<file path="src/rtl/htc_pkg.sv">
// Shared types for the timed heater controller.
package htc_pkg;
    // Supervisor states.
    typedef enum logic {
        SUP_IDLE = 1'b0,
        SUP_RUN  = 1'b1
    } sup_st_t;

    // Reason a run ended, in priority order.
    typedef enum logic [1:0] {
        END_NONE = 2'd0,
        END_STOP = 2'd1,
        END_HOT  = 2'd2,
        END_TMO  = 2'd3
    } end_cause_t;
endpackage

</file>
<file path="src/rtl/htc_cfg.sv">
// Configuration store: holds the run length and the temperature limit.
// Assumes idle_i is high only while the supervisor is idle. Writes made
// in any other cycle are dropped. Out-of-range values are refused.
module htc_cfg #(
    parameter int DLY_W     = 8,
    parameter int TEMP_W    = 9,
    parameter int LIM_MAX   = 300,
    parameter int DEF_DELAY = 5,
    parameter int DEF_LIMIT = 200
) (
    input  logic              clk,
    input  logic              rst_n,
    input  logic              idle_i,
    input  logic              dly_we_i,
    input  logic [DLY_W-1:0]  dly_wdata_i,
    input  logic              lim_we_i,
    input  logic [TEMP_W-1:0] lim_wdata_i,
    output logic [DLY_W-1:0]  dly_q_o,
    output logic [TEMP_W-1:0] lim_q_o
);
    localparam logic [TEMP_W:0] LIM_TOP = (TEMP_W+1)'(LIM_MAX);

    logic lim_ok;
    logic dly_ok;

    // Range checks on incoming values.
    always_comb begin
        lim_ok = (lim_wdata_i != '0) && ({1'b0, lim_wdata_i} < LIM_TOP);
        dly_ok = (dly_wdata_i != '0);
    end

    // Register update, gated by idle and the range checks.
    always_ff @(posedge clk) begin
        if (!rst_n) begin
            dly_q_o <= DLY_W'(DEF_DELAY);
            lim_q_o <= TEMP_W'(DEF_LIMIT);
        end else begin
            if (idle_i && dly_we_i && dly_ok) dly_q_o <= dly_wdata_i;
            if (idle_i && lim_we_i && lim_ok) lim_q_o <= lim_wdata_i;
        end
    end
endmodule

</file>
<file path="src/rtl/htc_timer.sv">
// Run timer: a down counter of remaining ticks and a saturating count of
// elapsed ticks. Assumes load_i and run_i are never high together.
module htc_timer #(
    parameter int DLY_W   = 8,
    parameter int MIN_RUN = 3
) (
    input  logic             clk,
    input  logic             rst_n,
    input  logic             load_i,
    input  logic             run_i,
    input  logic             tick_i,
    input  logic [DLY_W-1:0] delay_i,
    output logic             expire_o,
    output logic             min_ok_o
);
    localparam int EW = $clog2(MIN_RUN + 1);
    localparam logic [EW-1:0] EL_TOP = EW'(MIN_RUN);

    logic [DLY_W-1:0] rem_q;
    logic [EW-1:0]    el_q;
    logic             adv;

    // Qualified tick and outputs derived from the counters.
    always_comb begin
        adv      = run_i && tick_i;
        expire_o = adv && (rem_q == DLY_W'(1));
        min_ok_o = (el_q >= EL_TOP);
    end

    // Remaining-ticks counter: loaded at start, counted down on ticks.
    always_ff @(posedge clk) begin
        if (!rst_n)                    rem_q <= '0;
        else if (load_i)               rem_q <= delay_i;
        else if (adv && rem_q != '0)   rem_q <= rem_q - DLY_W'(1);
    end

    // Elapsed-ticks counter, saturating at the minimum run length.
    always_ff @(posedge clk) begin
        if (!rst_n)                    el_q <= '0;
        else if (load_i)               el_q <= '0;
        else if (adv && !min_ok_o)     el_q <= el_q + EW'(1);
    end
endmodule

</file>
<file path="src/rtl/htc_heater.sv">
// Heater command machine: registers one-cycle on and off commands, and
// flags an over-limit temperature while a run is active.
module htc_heater #(
    parameter int TEMP_W = 9
) (
    input  logic              clk,
    input  logic              rst_n,
    input  logic              start_i,
    input  logic              stop_i,
    input  logic              run_i,
    input  logic [TEMP_W-1:0] temp_i,
    input  logic [TEMP_W-1:0] limit_i,
    output logic              hot_o,
    output logic              on_pulse_o,
    output logic              off_pulse_o
);
    // Continuous over-limit comparison while running.
    always_comb hot_o = run_i && (temp_i >= limit_i);

    // Command pulses, one cycle after the supervisor's request.
    always_ff @(posedge clk) begin
        if (!rst_n) begin
            on_pulse_o  <= 1'b0;
            off_pulse_o <= 1'b0;
        end else begin
            on_pulse_o  <= start_i;
            off_pulse_o <= stop_i;
        end
    end
endmodule

</file>
<file path="src/rtl/heat_ctrl.sv">
// Timed heater controller top: a supervisor with Idle and Running states
// drives the timer and heater machines. Every end cause goes through one
// shutdown path. Causes are ranked stop, temperature, timeout. The stop
// strobe is held until the minimum run has elapsed.
module heat_ctrl #(
    parameter int DLY_W     = 8,
    parameter int TEMP_W    = 9,
    parameter int LIM_MAX   = 300,
    parameter int MIN_RUN   = 3,
    parameter int DEF_DELAY = 5,
    parameter int DEF_LIMIT = 200
) (
    input  logic              clk,
    input  logic              rst_n,
    input  logic              start_i,
    input  logic              stop_i,
    input  logic              tick_i,
    input  logic              dly_we_i,
    input  logic [DLY_W-1:0]  dly_wdata_i,
    input  logic              lim_we_i,
    input  logic [TEMP_W-1:0] lim_wdata_i,
    input  logic [TEMP_W-1:0] temp_i,
    output logic              heat_on_o,
    output logic              heat_off_o,
    output logic              running_o,
    output logic              timeout_o
);
    import htc_pkg::*;

    sup_st_t     st_q;
    end_cause_t  cause;
    logic        in_run;
    logic        start_acc;
    logic        stop_eff;
    logic        end_run;
    logic        stop_pend_q;
    logic        tmo_q;
    logic        expire;
    logic        min_ok;
    logic        hot;
    logic [DLY_W-1:0]  dly_q;
    logic [TEMP_W-1:0] lim_q;

    htc_cfg #(
        .DLY_W(DLY_W), .TEMP_W(TEMP_W), .LIM_MAX(LIM_MAX),
        .DEF_DELAY(DEF_DELAY), .DEF_LIMIT(DEF_LIMIT)
    ) u_cfg (
        .clk(clk), .rst_n(rst_n), .idle_i(st_q == SUP_IDLE),
        .dly_we_i(dly_we_i), .dly_wdata_i(dly_wdata_i),
        .lim_we_i(lim_we_i), .lim_wdata_i(lim_wdata_i),
        .dly_q_o(dly_q), .lim_q_o(lim_q)
    );

    htc_timer #(.DLY_W(DLY_W), .MIN_RUN(MIN_RUN)) u_tmr (
        .clk(clk), .rst_n(rst_n), .load_i(start_acc), .run_i(in_run),
        .tick_i(tick_i), .delay_i(dly_q), .expire_o(expire), .min_ok_o(min_ok)
    );

    htc_heater #(.TEMP_W(TEMP_W)) u_htr (
        .clk(clk), .rst_n(rst_n), .start_i(start_acc), .stop_i(end_run),
        .run_i(in_run), .temp_i(temp_i), .limit_i(lim_q), .hot_o(hot),
        .on_pulse_o(heat_on_o), .off_pulse_o(heat_off_o)
    );

    // Supervisor decode: start acceptance and ranked end cause.
    always_comb begin
        in_run    = (st_q == SUP_RUN);
        start_acc = (st_q == SUP_IDLE) && start_i;
        stop_eff  = in_run && (stop_i || stop_pend_q) && min_ok;
        if (stop_eff)    cause = END_STOP;
        else if (hot)    cause = END_HOT;
        else if (expire) cause = END_TMO;
        else             cause = END_NONE;
        end_run   = (cause != END_NONE);
    end

    // Supervisor state, held stop request and timeout flag.
    always_ff @(posedge clk) begin
        if (!rst_n) begin
            st_q        <= SUP_IDLE;
            stop_pend_q <= 1'b0;
            tmo_q       <= 1'b0;
        end else if (start_acc) begin
            st_q        <= SUP_RUN;
            stop_pend_q <= 1'b0;
            tmo_q       <= 1'b0;
        end else if (end_run) begin
            st_q        <= SUP_IDLE;
            stop_pend_q <= 1'b0;
            tmo_q       <= (cause == END_TMO);
        end else if (in_run && stop_i) begin
            stop_pend_q <= 1'b1;
        end
    end

    assign running_o = in_run;
    assign timeout_o = tmo_q;
endmodule

</file>
<file path="config.mk">
export PLATFORM = sky130hd
export DESIGN_NAME = heat_ctrl
export DESIGN_NICKNAME = d
export VERILOG_FILES = /design/src/rtl/htc_pkg.sv /design/src/rtl/htc_cfg.sv /design/src/rtl/htc_timer.sv /design/src/rtl/htc_heater.sv /design/src/rtl/heat_ctrl.sv
export SDC_FILE = /design/constraint.sdc
export NUM_CORES = 1
export LEC_CHECK = 0
export BUFFER_PORTS_ARGS = -buffer_cell sky130_fd_sc_hd__buf_2
export CAP_MARGIN = 20
export CELL_PAD_IN_SITES_DETAIL_PLACEMENT = 2
export CELL_PAD_IN_SITES_GLOBAL_PLACEMENT = 2
export CORE_MARGIN = 4
export CORE_UTILIZATION = 34
export DETAILED_ROUTE_END_ITERATION = 16
export PLACE_DENSITY = 0.86
export SLEW_MARGIN = 10
export SYNTH_ARGS = -nofsm -noshare
export SYNTH_HDL_FRONTEND = slang
export SYNTH_SLANG_ARGS = --single-unit
</file>
<file path="constraint.sdc">
create_clock -name clk -period 3.05 [get_ports clk]
set_input_delay 0.4575 -clock clk [delete_from_list [all_inputs] [get_ports clk]]
set_output_delay 0.4575 -clock clk [all_outputs]
set_load 0.005 [all_outputs]
</file>
; ---- After elaboration in Yosys (flattened, before gate mapping)
; Cells that the tools add are included.
[op_classes]
addsub = 2
order_cmp = 3
eq_ne = 2
mux = 7
bitwise = 2
reduce_logical = 24
[ops]
columns = cell, n
row1 = $mux 8, 2
row2 = $reduce_bool 8->1, 2
row3 = $logic_and 1x1->1, 14
row4 = $ge 9x9->1, 1
row5 = $lt 9x9->1 const B, 1
row6 = $reduce_bool 9->1, 1
row7 = $eq 8x1->1 const B, 1
row8 = $sub 8x1->8 const B, 1
row9 = $mux 2, 3
row10 = $reduce_bool 2->1, 3
row11 = $reduce_or 3->1, 1
row12 = $add 2x1->2 const B, 1
row13 = $eq 2x2->1 const B, 1
row14 = $ge 2x2->1 const B, 1
row15 = $mux 1, 2
row16 = $not 1->1, 2
row17 = $reduce_or 2->1, 1
row18 = $logic_not 1->1, 1
row19 = $logic_or 1x1->1, 1
[totals]
regBits = 32
in_bits = 33
out_inout_bits = 4
word_cells = 49

; ---- Depth between registers and ports, before layout
[logic_depth]
ltp_word = 8
mapped_depth = 7
depth_no_buf = 7

; ---- By module
; Synthesis repeated with hierarchy kept, for this count alone.
[unflattened]
hier_cells = 200
hier_area_um2 = 1774.2
[by_module_without_submodules]
columns = module, instances, cells_per_inst, area_each_um2, seq_area_each_um2
row1 = htc_cfg, 1, 74, 726.9, 340.3
row2 = htc_timer, 1, 75, 628.1, 200.2
row3 = htc_heater, 1, 35, 280.3, 40.0
row4 = heat_ctrl, 1, 16, 138.9, 60.1

; ---- Least setup slack after synthesis
; OpenSTA, ideal clock, no wires.
[synth_timing]
path_type = input -> register
startpoint = input temp_i[0]
endpoint = register st_q (netlist: running_o)
setup_time_ns = 0.115
arrival_time_ns = 1.706
t_required_ns = 2.935
setup_slack_ns = 1.229
path_stages = 7
n_path_buf = 0
path_cell_list = inv_1 > ha_1 > nand2b_1 > a2111oi_0 > or4_1 > nor4bb_1 > o21a_1
[synth_between]
elab_chain_cells = 6
[synth_rtl]
columns = element, line
row1 = "start, declared", heat_ctrl.sv:22  ; input logic [TEMP_W-1:0] temp_i,
row2 = $ge 9x9->1, htc_heater.sv:18  ; always_comb hot_o = run_i && (temp_i >= limit_i);
row3 = $logic_and 1x1->1, htc_heater.sv:18
row4 = $mux 2, heat_ctrl.sv:71  ; else if (hot) cause = END_HOT;
row5 = $mux 2, heat_ctrl.sv:70  ; if (stop_eff) cause = END_STOP;
row6 = $reduce_bool 2->1, heat_ctrl.sv:74  ; end_run = (cause != END_NONE);
row7 = $reduce_bool 2->1 (no line), n/a
row8 = "end signal, assigned", heat_ctrl.sv:80  ; st_q <= SUP_IDLE;
row9 = "end signal, assigned", heat_ctrl.sv:84  ; st_q <= SUP_RUN;
row10 = "end signal, assigned", heat_ctrl.sv:88  ; st_q <= SUP_IDLE;
row11 = "end, declared", heat_ctrl.sv:30  ; sup_st_t st_q;
; Every way passes these cells.
; A chain may end at the register's enable or synchronous reset.

; ---- Final worst setup path
[layout_timing]
startpoint = register u_tmr.rem_q[0]
endpoint = register u_tmr.rem_q[1]
[layout_between]
elab_chain_cells = 3
word_cells_on_any_way = 6
classes_between = 1 x add/sub / 2 x mux / 3 x reduce/logical
[layout_rtl]
columns = element, line
row1 = "start, declared", htc_timer.sv:19  ; logic [DLY_W-1:0] rem_q;
row2 = "start signal, assigned", htc_timer.sv:33  ; else if (load_i) rem_q <= delay_i;
row3 = "start signal, assigned", htc_timer.sv:34  ; else if (adv && rem_q != '0) rem_q <= rem_q - DLY_W'(1);
row4 = $sub 8x1->8 or $reduce_bool 8->1 (tied branches), htc_timer.sv:34
row5 = $mux 8 or $logic_and 1x1->1 (tied branches), htc_timer.sv:34
row6 = $mux 8 or $reduce_bool 2->1 (tied branches), n/a
; Parallel ways exist; a longest one is shown, timed or not. The select of a mux whose other input is x is not followed.

==> flow_summary.json <==
{
  "finalWorstPathRequiredPeriod_ns": 1.825,
  "total_power_uw": 940.1,
  "area_delta_synth_final_pct": 18.75,
  "worst_setup_path_endpoint": "u_tmr.rem_q[1]$_SDFFE_PN0P_",
  "fill_cells": 561,
  "fin_worst_skew_ns": 0.004484,
  "timing.critical_path.from_type": "register",
  "critical_path.startpoint": "u_tmr.rem_q[0]$_SDFFE_PN0P_",
  "critPathCaptureType": "register",
  "finalSetupTns_ns": 0,
  "cts_root_buffer": "sky130_fd_sc_hd__clkbuf_8",
  "yosys.area_share.simple": 0.2522,
  "fmax_mhz": 547.9,
  "rsz0062_at_grt": "false",
  "insertedDiodeCount": 0,
  "dr_total_vias": 1567,
  "io-pin-count": 37,
  "floorplan.die.width_um": 78.33,
  "grt_pass1_wl_mm": 8.424,
  "worst_slack_after_detailed_placement_ns": 0.9751,
  "synthArstFlopShare": 0,
  "place_area_sq_um": 1928,
  "final-hold-violation-count": 0,
  "postRouteAntennaNets": 0,
  "post_synth_main_area_contributors": "sky130_fd_sc_hd__dfxtp_1 38%, sky130_fd_sc_hd__ha_1 8.9%, sky130_fd_sc_hd__nand2_1 6.7%, sky130_fd_sc_hd__mux2i_1 5.4%, sky130_fd_sc_hd__nor2b_1 4.5%",
  "worst_pin_slew_ns": 0.7357,
  "post_synth_num_cell_types": 35,
  "capture_instance_of_the_worst_register_to_register_path": "u_tmr.rem_q[1]$_SDFFE_PN0P_",
  "number_of_buffers_added_for_setup_after_cts": 0,
  "synthMuxAreaShare": 0.05357,
  "tritoncts": "yes",
  "syn_area_sq_um": 1682,
  "synth_top_cell_by_area": "sky130_fd_sc_hd__dfxtp_1",
  "cts_resized": 0,
  "dieHeight_um": 78.33,
  "ir_worst_vdd_mv": 0.2298,
  "vias_per_cell": 5.241,
  "rr_worst_depth": 6,
  "worst_setup_path_type": "register to register",
  "yosys_most_used_dff": "sky130_fd_sc_hd__dfxtp_1",
  "area_of_the_multi_input_gates_sq_um": 959.7,
  "global_route.usage.total": 0.1769,
  "path_max_fanout": 8,
  "final_min_period_over_clock_period": 0.5984,
  "avg_cell_area_syn_sq_um": 8.580,
  "maximum_number_of_pins_on_one_net_before_global_route_repair": 32,
  "initial_util": 0.3537,
  "setup_violations": 0,
  "final_layout_size_suffix_gt1_frac": 0.1940,
  "detail_route.iter0.violations": 82,
  "clock_transition_time_at_the_flip_flop_clock_pins_of_the_worst_setup_and_hold_paths_ns": 0.06,
  "wirelength_mm": 4.938,
  "synth_top_family_by_area": "simple AND/OR/NAND/NOR gates",
  "design.final.nets": 279,
  "synth_area_in_compound_gates": 0.1600,
  "grt_pass1_vias": 1734,
  "global_route.overflow_total": 0,
  "grt_antenna_before_repair": 0,
  "syn-num-nets": 241,
  "cts_inserted_buffers": 5,
  "fp-row-count": 25,
  "clock_insertion_delay_worst_skew_ns": 0.27,
  "regArea_sq_um": 640.6,
  "post_synthesis_share_of_cell_area_spent_on_xor_and_xnor_gates": 0.01562,
  "static_leak_uw": 0.0008577,
  "cts_sinks": 32,
  "worst-endpoint-required_ns": 3.21,
  "maximum_capacitance_violations": 0,
  "min_delay_path_depth": 3,
  "routabilityCongestion": 0.7023,
  "finalMaxSlewViolations": 0,
  "yosys_warnings": 0,
  "yosys_register_bits": 32,
  "crit_reg_reg_startpoint": "u_tmr.rem_q[0]$_SDFFE_PN0P_",
  "data_arrival_time_of_the_worst_path_ns": 1.99,
  "ys_seq_area_frac": 0.3810,
  "worst_hold_path_type": "input pin to register",
  "clockBufferDepth": 2,
  "synth_cells": 196,
  "floorplan.die_area_sq_um": 6135,
  "drc_errors": 0,
  "timing.slew.headroom": 0.5073,
  "hp-start": "lim_wdata_i[7]",
  "dp_hpwl_mm": 3.734,
  "status": "completed",
  "post-synth-top-area-fraction": 0.3810,
  "drt_first_pass_iters": 4,
  "synthAdderAreaFrac": 0.08929,
  "post_synth_edffs": 0,
  "htree_levels": 2,
  "avgRoutedWirePerCell_um": 16.52,
  "cts_hold_bufs": 0,
  "core_region_area_sq_um": 4755,
  "worst-r2r-setup-slack_ns": 1.22,
  "fin_area_sq_um": 1997,
  "worst_slack_ns": 1.225,
  "port_buffers": 36,
  "pd_cells_nw_per_um2": 470.8
}
placed cells by master, fill, tap and decap left out, types with 5 or more instances in the layout:
| cell | count |
|---|---|
| sky130_fd_sc_hd__a21boi_0 | 7 |
| sky130_fd_sc_hd__a21oi_1 | 7 |
| sky130_fd_sc_hd__buf_2 | 36 |
| sky130_fd_sc_hd__clkbuf_8 | 5 |
| sky130_fd_sc_hd__dfxtp_1 | 32 |
| sky130_fd_sc_hd__ha_1 | 12 |
| sky130_fd_sc_hd__inv_1 | 15 |
| sky130_fd_sc_hd__mux2i_1 | 9 |
| sky130_fd_sc_hd__nand2_1 | 30 |
| sky130_fd_sc_hd__nand3_1 | 9 |
| sky130_fd_sc_hd__nor2_1 | 7 |
| sky130_fd_sc_hd__nor2b_1 | 12 |
| sky130_fd_sc_hd__nor3_1 | 5 |
| sky130_fd_sc_hd__nor4_1 | 7 |
| sky130_fd_sc_hd__o21ai_0 | 5 |
metal layers:
layer | vias to the layer above | GRT usage | wire length (um)
met4 | 0 | 0.06469 | 86
li1 | 764 | - | -
met2 | 34 | 0.3125 | 2499
met3 | 6 | 0.03670 | 176
met1 | 763 | 0.2103 | 2177
met5 | - | 0 | 0
registers in the layout, summed over array words and instances, names as in the netlist:
signal / cells
running_o: 1
stop_pend_q: 1
timeout_o: 1
u_cfg.dly_q_o: 8
u_cfg.lim_q_o: 9
u_htr.off_pulse_o: 1
u_htr.on_pulse_o: 1
u_tmr.el_q: 2
u_tmr.rem_q: 8
critical path, stage by stage, from the launching register on:
cell and delay [ns]:
sky130_fd_sc_hd__dfxtp_1 0.39, sky130_fd_sc_hd__inv_1 0.08, sky130_fd_sc_hd__ha_1 0.22, sky130_fd_sc_hd__a31oi_1 0.55, sky130_fd_sc_hd__nor2_1 0.13, sky130_fd_sc_hd__a221oi_1 0.27, sky130_fd_sc_hd__nor2b_1 0.07
kinds of logic after synthesis:
kind of cell | count (synthesis)
simple gates | 83
compound gates | 36
flops | 32
mux | 9
fa+ha+maj | 12
buf+inv | 21
xor+xnor | 3
power by group:
part	total [uW]	switching, uW	internal [uW]	leakage, uW
clock network	286	139	147	0.0000359
logic	186	102	84.0	0.000560
registers	468	23.4	444	0.000262
cells in the mapped netlist, types with 2 or more instances:
library cell               number
sky130_fd_sc_hd__nand2b_1       2
sky130_fd_sc_hd__nand2_1       30
sky130_fd_sc_hd__nor2_1         7
sky130_fd_sc_hd__nor2b_1       12
sky130_fd_sc_hd__dfxtp_1       32
sky130_fd_sc_hd__mux2i_1        9
sky130_fd_sc_hd__ha_1          12
sky130_fd_sc_hd__inv_1         15
sky130_fd_sc_hd__o21ai_0        5
sky130_fd_sc_hd__and2_1         3
sky130_fd_sc_hd__a221oi_1       2
sky130_fd_sc_hd__a21boi_0       7
sky130_fd_sc_hd__nor3_1         5
sky130_fd_sc_hd__buf_2          2
sky130_fd_sc_hd__a21oi_1        7
sky130_fd_sc_hd__o211ai_1       3
sky130_fd_sc_hd__or4_1          2
sky130_fd_sc_hd__a22oi_1        3
sky130_fd_sc_hd__nand4_1        2
sky130_fd_sc_hd__xnor2_1        3
sky130_fd_sc_hd__nand3_1        9
sky130_fd_sc_hd__clkbuf_1       4
sky130_fd_sc_hd__nor4_1         7
sky130_fd_sc_hd__o21a_1         2
how the worst min path moves through the flow:
stage / end / slack [ns]
after floorplan: u_cfg.lim_q_o[3]$_SDFFE_PN1P_ / 0.44
after global placement: u_cfg.lim_q_o[6]$_SDFFE_PN1P_ / 0.45
after detailed placement: u_cfg.lim_q_o[1]$_SDFFE_PN0P_ / 0.47
after CTS: u_cfg.lim_q_o[7]$_SDFFE_PN1P_ / 0.42
after global routing: u_cfg.lim_q_o[7]$_SDFFE_PN1P_ / 0.45
final: u_cfg.lim_q_o[7]$_SDFFE_PN1P_ / 0.42
layout make-up:
type,instances,share of cell area
clock buffers,5,0.03446
inverters,15,0.02820
multi-input cells,143,0.4806
flip-flops and latches,32,0.3208
well taps,67,0.04198
repair buffers,37,0.09398
per-stage QoR:
stage	hold WS (ns)	instances	utilization
after floorplan	0.4405	196	-
after global placement	0.4517	294	0.4055
after detailed placement	0.4670	294	0.4055
after CTS	0.4155	299	0.4200
after global routing	0.4473	299	0.4200
final	0.4192	299	0.4200
No activity file was read; power rests on OpenSTA's default activity.
